==> config.mk <==
export PLATFORM = sky130hd
export DESIGN_NAME = intc_top
export DESIGN_NICKNAME = d
export VERILOG_FILES = /design/src/rtl/intc_pkg.sv /design/src/rtl/intc_prio_regs.sv /design/src/rtl/intc_pending_queue.sv /design/src/rtl/intc_req_fsm.sv /design/src/rtl/intc_top.sv
export SDC_FILE = /design/constraint.sdc
export NUM_CORES = 1
export LEC_CHECK = 0
export ABC_AREA = 0
export BUFFER_PORTS_ARGS = -buffer_cell sky130_fd_sc_hd__buf_4
export CAP_MARGIN = 20
export CORE_MARGIN = 5
export CORE_UTILIZATION = 39
export DETAILED_ROUTE_END_ITERATION = 8
export GPL_TIMING_DRIVEN = 1
export PLACE_DENSITY = 0.62
export SLEW_MARGIN = 40
export SYNTH_ARGS = -nofsm -noshare
export SYNTH_HDL_FRONTEND = slang
export SYNTH_SLANG_ARGS = --single-unit
==> constraint.sdc <==
create_clock -name clk -period 49.6 [get_ports clk]
set_input_delay 14.88 -clock clk [delete_from_list [all_inputs] [get_ports clk]]
set_output_delay 14.88 -clock clk [all_outputs]
set_load 0.02 [all_outputs]
==> src/rtl/intc_pkg.sv <==
package intc_pkg;
    localparam int N_SRC    = 41;
    localparam int N_EXT    = 15;
    localparam int SRC_NMI  = 15;
    localparam int FIELD_W  = 4;
    localparam int PRI_W    = FIELD_W + 1;
    localparam int MASK_W   = 4;
    localparam int CODE_W   = 12;
    localparam int REG_W    = 16;
    localparam int DEC_W    = 12;
    localparam int IDX_W    = $clog2(N_SRC);
    localparam int CODE_STEP = 'h20;

    localparam logic [DEC_W-1:0] OFS_CTRL = 12'h000;
    localparam logic [DEC_W-1:0] OFS_PRA  = 12'h004;
    localparam logic [DEC_W-1:0] OFS_PRB  = 12'h008;
    localparam logic [DEC_W-1:0] OFS_PRC  = 12'h00C;

    typedef logic [PRI_W-1:0] pri_t;
    typedef enum logic {REQ_IDLE, REQ_ACTIVE} req_state_t;

    // Exception code of a source: group base plus a fixed step per member.
    function automatic logic [CODE_W-1:0] src_code(input int s);
        int base;
        int idx;
        if (s < N_EXT) begin
            base = 'h200; idx = s;
        end else if (s == SRC_NMI) begin
            base = 'h1C0; idx = 0;
        end else if (s <= 17) begin
            base = 'h600; idx = s - 16;
        end else if (s <= 22) begin
            base = 'h640; idx = s - 18;
        end else if (s <= 33) begin
            base = 'h400; idx = s - 23;
        end else if (s <= 37) begin
            base = 'h700; idx = s - 34;
        end else begin
            base = 'h560; idx = s - 38;
        end
        return CODE_W'(base + CODE_STEP * idx);
    endfunction
endpackage

==> src/rtl/intc_prio_regs.sv <==
module intc_prio_regs
    import intc_pkg::*;
#(
    parameter int ADDR_W = 16
) (
    input  logic                         clk,
    input  logic                         rst_n,
    input  logic                         wr,
    input  logic [ADDR_W-1:0]            addr,
    input  logic [REG_W-1:0]             wdata,
    output logic [REG_W-1:0]             rdata,
    output logic [N_SRC-1:0][PRI_W-1:0]  prio
);
    logic [REG_W-1:0] ctrl_q, pra_q, prb_q, prc_q;
    logic [DEC_W-1:0] ofs;
    logic             unused_addr_hi;

    assign ofs            = addr[DEC_W-1:0];
    assign unused_addr_hi = ^addr[ADDR_W-1:DEC_W];

    always_ff @(posedge clk or negedge rst_n) begin
        if (!rst_n) begin
            ctrl_q <= '0;
            pra_q  <= '0;
            prb_q  <= '0;
            prc_q  <= '0;
        end else if (wr) begin
            unique case (ofs)
                OFS_CTRL: ctrl_q <= wdata;
                OFS_PRA:  pra_q  <= wdata;
                OFS_PRB:  prb_q  <= wdata;
                OFS_PRC:  prc_q  <= wdata;
                default:  ;
            endcase
        end
    end

    always_comb begin
        unique case (ofs)
            OFS_CTRL: rdata = ctrl_q;
            OFS_PRA:  rdata = pra_q;
            OFS_PRB:  rdata = prb_q;
            OFS_PRC:  rdata = prc_q;
            default:  rdata = '0;
        endcase
    end

    // Per-source priority: fixed for external and non-maskable, field lookup otherwise.
    always_comb begin
        for (int s = 0; s < N_SRC; s++) begin
            logic [FIELD_W-1:0] f;
            f = '0;
            if      (s == 16)             f = prc_q[3:0];
            else if (s == 17)             f = prc_q[15:12];
            else if (s >= 18 && s <= 22)  f = prc_q[11:8];
            else if (s == 23)             f = pra_q[15:12];
            else if (s == 24)             f = pra_q[11:8];
            else if (s >= 25 && s <= 26)  f = pra_q[7:4];
            else if (s >= 27 && s <= 29)  f = pra_q[3:0];
            else if (s >= 30 && s <= 33)  f = prb_q[7:4];
            else if (s >= 34 && s <= 37)  f = prc_q[7:4];
            else if (s == 38)             f = prb_q[15:12];
            else if (s >= 39)             f = prb_q[11:8];
            if (s < N_EXT)
                prio[s] = PRI_W'(N_EXT - s);
            else if (s == SRC_NMI)
                prio[s] = PRI_W'(1 << FIELD_W);
            else
                prio[s] = {1'b0, f};
        end
    end
endmodule

==> src/rtl/intc_pending_queue.sv <==
module intc_pending_queue
    import intc_pkg::*;
(
    input  logic                         clk,
    input  logic                         rst_n,
    input  logic [N_SRC-1:0]             raise,
    input  logic [N_SRC-1:0]             clear,
    input  logic [N_SRC-1:0][PRI_W-1:0]  prio,
    output logic [N_SRC-1:0]             pend,
    output logic                         win_valid,
    output logic [IDX_W-1:0]             win_idx,
    output logic [PRI_W-1:0]             win_prio
);
    logic [N_SRC-1:0] accept;

    always_comb begin
        for (int s = 0; s < N_SRC; s++)
            accept[s] = raise[s] && (prio[s] != '0);
    end

    always_ff @(posedge clk or negedge rst_n) begin
        if (!rst_n) pend <= '0;
        else        pend <= (pend | accept) & ~clear;
    end

    // Strictly-greater scan from index 0 keeps the lowest index on a tie.
    always_comb begin
        win_valid = 1'b0;
        win_idx   = '0;
        win_prio  = '0;
        for (int s = 0; s < N_SRC; s++) begin
            if (pend[s] && prio[s] > win_prio) begin
                win_valid = 1'b1;
                win_idx   = IDX_W'(s);
                win_prio  = prio[s];
            end
        end
    end
endmodule

==> src/rtl/intc_req_fsm.sv <==
module intc_req_fsm
    import intc_pkg::*;
(
    input  logic               clk,
    input  logic               rst_n,
    input  logic               win_valid,
    input  logic [IDX_W-1:0]   win_idx,
    input  logic [PRI_W-1:0]   win_prio,
    input  logic [MASK_W-1:0]  cpu_mask,
    input  logic               cpu_block,
    output logic               irq_req,
    output logic [CODE_W-1:0]  exc_code
);
    req_state_t state_q, state_d;
    logic       eligible;

    assign eligible = win_valid && !cpu_block &&
                      (PRI_W'(cpu_mask) < win_prio);

    always_comb begin
        state_d = state_q;
        unique case (state_q)
            REQ_IDLE:   if (eligible)  state_d = REQ_ACTIVE;
            REQ_ACTIVE: if (!eligible) state_d = REQ_IDLE;
            default:    state_d = REQ_IDLE;
        endcase
    end

    always_ff @(posedge clk or negedge rst_n) begin
        if (!rst_n) state_q <= REQ_IDLE;
        else        state_q <= state_d;
    end

    always_ff @(posedge clk or negedge rst_n) begin
        if (!rst_n)         exc_code <= '0;
        else if (win_valid) exc_code <= src_code(int'(win_idx));
        else                exc_code <= '0;
    end

    assign irq_req = (state_q == REQ_ACTIVE);
endmodule

==> src/rtl/intc_top.sv <==
module intc_top
    import intc_pkg::*;
#(
    parameter int ADDR_W = 16
) (
    input  logic                clk,
    input  logic                rst_n,
    input  logic [N_SRC-1:0]    raise_i,
    input  logic [N_SRC-1:0]    clear_i,
    input  logic [MASK_W-1:0]   cpu_mask_i,
    input  logic                cpu_block_i,
    input  logic                bus_wr_i,
    input  logic [ADDR_W-1:0]   bus_addr_i,
    input  logic [REG_W-1:0]    bus_wdata_i,
    output logic [REG_W-1:0]    bus_rdata_o,
    output logic                irq_req_o,
    output logic [CODE_W-1:0]   exc_code_o
);
    logic [N_SRC-1:0][PRI_W-1:0] prio_w;
    logic [N_SRC-1:0]            pend_w;
    logic                        win_valid_w;
    logic [IDX_W-1:0]            win_idx_w;
    logic [PRI_W-1:0]            win_prio_w;

    intc_prio_regs #(.ADDR_W(ADDR_W)) u_regs (
        .clk   (clk),
        .rst_n (rst_n),
        .wr    (bus_wr_i),
        .addr  (bus_addr_i),
        .wdata (bus_wdata_i),
        .rdata (bus_rdata_o),
        .prio  (prio_w)
    );

    intc_pending_queue u_queue (
        .clk       (clk),
        .rst_n     (rst_n),
        .raise     (raise_i),
        .clear     (clear_i),
        .prio      (prio_w),
        .pend      (pend_w),
        .win_valid (win_valid_w),
        .win_idx   (win_idx_w),
        .win_prio  (win_prio_w)
    );

    intc_req_fsm u_fsm (
        .clk       (clk),
        .rst_n     (rst_n),
        .win_valid (win_valid_w),
        .win_idx   (win_idx_w),
        .win_prio  (win_prio_w),
        .cpu_mask  (cpu_mask_i),
        .cpu_block (cpu_block_i),
        .irq_req   (irq_req_o),
        .exc_code  (exc_code_o)
    );
endmodule

**Word-level counts from Yosys, hierarchy flattened**

Index checks and enable logic that the tools add are counted.

- Flip-flop bits (word level): 118
- Bits of input ports: 122

- $add $sub $neg: 6
- Order comparisons: 46
- Equal/unequal tests: 4
- Multiplexer cells: 139
- Bitwise operators: 3
- Reduce and logical (&&, ||, !) cells: 84

Operator list:

| operator | count |
|---|---|
| $mux 5 | 42 |
| $gt 4x5->1 | 25 |
| $mux 4 | 23 |
| $mux 12 | 6 |
| $logic_and 1x1->1 | 67 |
| $pmux 16 s4 | 1 |
| $reduce_bool 5->1 | 11 |
| $mux 6 | 9 |
| $mux 7 | 7 |
| $mux 1 | 43 |
| $and 41x41->41 | 1 |
| $not 41->41 | 1 |
| $or 41x41->41 | 1 |
| $gt 4x4->1 const A | 7 |
| $eq 12x4->1 const B | 2 |
| $sub 6x5->7 const B | 3 |
| $mux 10 | 2 |
| $gt 3x4->1 const A | 4 |
| $sub 6x6->7 const B | 2 |
| $add 12x12->12 | 1 |
| $eq 12x3->1 const B | 1 |
| $le 6x5->1 const B | 2 |
| $le 6x6->1 const B | 2 |
| $logic_not 12->1 | 1 |
| 10 further kinds | 18 |

**Logic depth before layout (Yosys ltp)**

- Depth after elaboration: 131
- Gate-level depth with buffers: 239
- Gate-level depth less buffers: 231

**Modules after synthesis**

From an unflattened synthesis, not the netlist that was laid out.

- Cell total of the unflattened synthesis: 2458
- Area, all modules: 19932.9 um^2

By module, submodules not included:

| module | times used | cells each | area an instance (um^2) | sequential area each (um^2) |
|---|---|---|---|---|
| intc_pending_queue | 1 | 1934 | 14271.2 | 1026.0 |
| intc_prio_regs | 1 | 358 | 4354.2 | 1601.5 |
| intc_req_fsm | 1 | 166 | 1307.5 | 200.2 |

**Least setup slack after synthesis**

OpenSTA, ideal clock, no wires.

- Kind: reg-to-reg
- Start: reg u_queue.pend[0]
- End: reg u_fsm.exc_code[11]
- Arrival time: 40.029 ns
- Slack: 9.505 ns
- Stages on the path, launching flop included: 220
- Buffers on the path: 8
- Period minus slack after synthesis: 40.095 ns
- Cells stage by stage: dfrtp_1 > nor4_1 > and2_1 > clkbuf_1 > nand2_1 > nand3_1 > o21ai_0 > and3_1 > nor3_1 > nor2_1 > ha_1 > nor2b_1 > o211ai_1 > a21oi_1 > clkbuf_1 > nor2_1 > a21oi_1 > ha_1 > (+184 left out) > clkbuf_1 > clkbuf_1 > a21oi_1 > inv_1 > ha_1 > o21bai_1 > a21oi_1 > ha_1 > a2111oi_0 > o22ai_1 > mux2i_1 > mux2i_1 > o311ai_1 > ha_1 > a21o_1 > a21o_1 > or4_1 > nand2_1

- Word-level cells in the longest chain between the ends: 131
- Elaborated cells on any way between the ends: 228
- Classes of those cells: add/sub (6); order compare (45); eq/ne (1); mux (136); reduce/logical (40)

RTL lines:

| item | RTL line | RTL |
|---|---|---|
| start, declared | intc_pending_queue.sv:9 | `output logic [N_SRC-1:0] pend,` |
| start signal, assigned | intc_pending_queue.sv:23 | `else pend <= (pend \| accept) & ~clear;` |
| $mux 4 | intc_pending_queue.sv:32 | `if (pend[s] && prio[s] > win_prio) begin` |
| $gt 4x4->1 | intc_pending_queue.sv:32 |  |
| $logic_and 1x1->1 | intc_pending_queue.sv:32 |  |
| $mux 4 | intc_pending_queue.sv:32 |  |
| $gt 4x4->1 | intc_pending_queue.sv:32 |  |
| $logic_and 1x1->1 | intc_pending_queue.sv:32 |  |
| $mux 4 | intc_pending_queue.sv:32 |  |
| $gt 4x4->1 | intc_pending_queue.sv:32 |  |
| (+115 left out) | - |  |
| $mux 7 / $mux 10 (equally long branches) | intc_pkg.sv:34 | `end else if (s <= 33) begin` |
| $mux 7 / $mux 12 (equally long branches) | intc_pkg.sv:32 | `end else if (s <= 22) begin` |
| $mux 7 / $mux 12 (equally long branches) | intc_pkg.sv:30 | `end else if (s <= 17) begin` |
| $mux 7 / $mux 12 (equally long branches) | intc_pkg.sv:28 | `end else if (s == SRC_NMI) begin` |
| $mux 7 / $mux 12 (equally long branches) | intc_pkg.sv:26 | `if (s < N_EXT) begin` |
| $mux 7 / $mux 12 (equally long branches) | intc_req_fsm.sv:36 | `else if (win_valid) exc_code <= src_code(int'(win_idx));` |
| $add 12x12->12 | intc_pkg.sv:41 | `return CODE_W'(base + CODE_STEP * idx);` |
| $mux 12 * | intc_req_fsm.sv:36 |  |
| end signal, assigned | intc_req_fsm.sv:36 |  |
| end, declared | intc_req_fsm.sv:12 | `output logic [CODE_W-1:0] exc_code` |

Every way passes the cells marked *; elsewhere a longest branch is shown, timed or not. The select of a mux whose other input is x is not followed.
A chain may end at the register's enable or synchronous reset.

**Worst setup path in the final report**

Ends and elaborated chain as after synthesis.

==> impl_results.md <==
- Status: complete, no violations
- Post-Route WL: 33.67 mm
- Final setup vio count: 0
- Asr flop ratio synth: 1.000
- Ant. Diodes: 0
- Most frequent cells in the layout: buf_4 (154), nor2_1 (152), a21oi_1 (117)
- Worst slew pin tran: 0.8101 ns
- Final GP Congestion: between 0.8 and 0.9
- Max_slew headroom: 0.4579
- Synth warn: 0
- Buf/Inv on CP: 18
- Port buffer count: ~140
- Die width: between 150 and 200 um
- Largest stage delay, worst path: approximately 0.59 ns
- Hold Slack: between 0.4 and 0.5 ns
- Yosys top cell area share: 0.2534
- DR WL/cell: 18.24 um
- Clock skew: roughly 0.014 ns
- Critical-path top delay cell: o41ai_1
- Final-report hold violation count: 0
- GR Util All Layers: 0.2077
- Clock Sinks: 113
- Post-synth top area cell: dfrtp_1
- Max clock buf depth: 2
- Unrepaired setup endpoints after global routing: no
- Required @ worst endpoint: 49.95 ns
- Post-route clock period utilization: 0.9261
- Grt ovf: 0
- Share of cells above drive strength 1: 0.2408
- CP startpoint kind: flop
- Synth Flop Type: dfrtp_1
- Fmax achieved: 0.02177 GHz
- Core Region: ~28000 um^2
- FF-to-FF path depth: 216
- Largest net degree at the start of global routing: 80
- Crit Path Category: flop to flop
- Layout area overhead: 18.94%
- Synthesized area: around 11000 um^2
- Reg2Reg Setup Slack: about 3.7 ns
- Slew Limit Fails: 0
- DR iter-0 viols: approximately 1000
- Die Y: roughly 180 um
- Post-route ant nets: 0
- CTS Buf Count: 17
- Total of fill cells in the finished design: between 2000 and 3000
- Antenna violations before repair: 0
- Die Area: approximately 32000 um^2
- Max-cap viol count: 0
- Mapped Cells: around 1300
- Starting Density: 0.3919
- First-pass GRT wire length: ~53 mm
- Min Tclk post-route: 45.94 ns
- Critical path depth: 216
- Placement Rows: slightly above 60
- Mapped Avg Cell Area: approximately 8.5 um^2
- Via Count: around 11000
- VDD IR-drop max: ~24 uV
- Final Util: 0.4662
- Worst Hold Class: flop to flop
- PwrDens: about 37 nW/um^2
- Cells on Worst Hold Path: 2
- Nets@finish: about 1700
- Vias in the first global route: 10160
- CTS tree: done
- CTS H-tree depth: 4
- CP arrival: roughly 46 ns
- Setup_tns: 0 ns
- Register bit total from synthesis: around 110
- Critical path's top delay family: compound AO/OA/AOI/OAI gates
- Final Non-Filler Cells: ~1800
- Commonest non-fill, non-tap cell in the layout: buf_4
- Critical path peak fanout: 17
- Sequential share of the synthesized area: 0.2534
- Post-DP HPWL: approximately 26 mm
- Later-pin clock latency in the skew report: 0.43 ns
- Clock root cell: clkbuf_16
- Number of library cell types mapped by synthesis: ~100
- Pleak: 0.006248 uW
- DRC viols: 0
- Ports: around 150
- Crit. End Element: flop
- Power, Total: about 500 uW
- Drt via density: approximately 5.7
- Placed Cells: between 1500 and 2000
- Post-synth EDFFs: 0
- Most common cell type on the critical path: ha_1
- Ranking of synthesized cells by area: dfrtp_1 (25%), ha_1 (11%), mux2_2 (8.4%)
- Reg clk slew, reported paths: roughly 0.06 ns
- Pre-Repair DR Iteration Count: 6
==> metrics by stage <==
step | setup WS (ns) | instance area (um^2)
after floorplan | 9.505 | 11170
after global placement | 3.052 | 12580
after detailed placement | 3.053 | 12610
after CTS | 2.888 | 13210
after global routing | 0.02202 | 13270
final | 3.663 | 13270
==> routing by layer <==
metal / part of all wire / global-route usage / up-vias
met2: 0.47 / 0.3449 / 259
met1: 0.46 / 0.2831 / 5074
li1: - / - / 5146
met3: 0.044 / 0.03037 / 39
met5: 0 / 0 / -
met4: 0.019 / 0.05681 / 0
==> sequential cells by signal, indices dropped and copies added, names as in the netlist <==
register,flops
u_regs.pra_q,16
u_regs.prb_q,16
u_queue.pend,41
u_fsm.exc_code,7
u_fsm.irq_req,1
u_regs.ctrl_q,16
u_regs.prc_q,16
==> report_power, final <==
part / switching [uW] / internal, uW / total, uW / leakage, uW
sequential: 3.41 / 98.8 / 102 / 0.00146
clock: 51.1 / 75.9 / 127 / 0.000276
combinational: 154 / 109 / 264 / 0.00452
total: 209 / 284 / 493 / 0.00625
==> worst register-to-register path: cells and delay by family, from the launching register on <==
family	cells	cell delay, ns
compound gates	75	17.53
simple gates	74	11.87
fa+ha+maj	28	7.62
mux	21	6.71
buf+inv	18	1.68
flops	1	0.45
==> repair_timing <==
action | CTS | global route
hold buffers | 0 | 0
resized for setup | 0 | 7
hold endpoints to repair | 0 | 0
endpoints found under the setup margin | 0 | 6
buffers inserted | 0 | 5
==> worst paths after layout <==
kind,start,end
setup / recovery,u_queue.pend[0],u_fsm.exc_code[11]
max in group asynchronous,rst_n,u_regs.ctrl_q[10]
min in group asynchronous,rst_n,u_queue.pend[37]
hold reg to reg,u_queue.pend[32],u_queue.pend[32]
hold / removal,u_queue.pend[32],u_queue.pend[32]
setup reg to reg,u_queue.pend[0],u_fsm.exc_code[11]
==> final cells by class <==
cell class | instances | area [um^2] | share of cell area
clock buffer | 18 | 439.2 | 0.03309
clock inverter | 14 | 155.1 | 0.01169
inverter | 89 | 334.1 | 0.02517
multi-input combinational | 1073 | 7868 | 0.5928
sequential | 113 | 2828 | 0.2131
tap | 384 | 480.5 | 0.03620
timing repair buffer | 155 | 1167 | 0.08796
==> cells in the mapped netlist, types with 18 or more instances <==
master	instances
mux2i_1	25
a21o_1	19
a21oi_1	120
o211ai_1	18
dfrtp_1	113
nor3_1	21
mux2_2	83
nor2b_1	39
inv_1	87
nor2_1	153
o21ai_0	56
nand2_1	99
ha_1	97
clkbuf_1	28
and3_1	19
nand3_1	40
==> cells by family after synthesis <==
| group | after synthesis | share of synthesized area |
|---|---|---|
| buffers and inverters | 134 | 0.04900 |
| other | 1 | 0.0003361 |
| adder cells (fa/ha/maj) | 100 | 0.1133 |
| XOR/XNOR | 7 | 0.005495 |
| AND/OR/NAND/NOR | 463 | 0.2022 |
| multiplexers | 127 | 0.1415 |
| flip-flops | 113 | 0.2534 |
| AO/OA/AOI/OAI | 371 | 0.2348 |
Power figures use the tool's default switching activity.
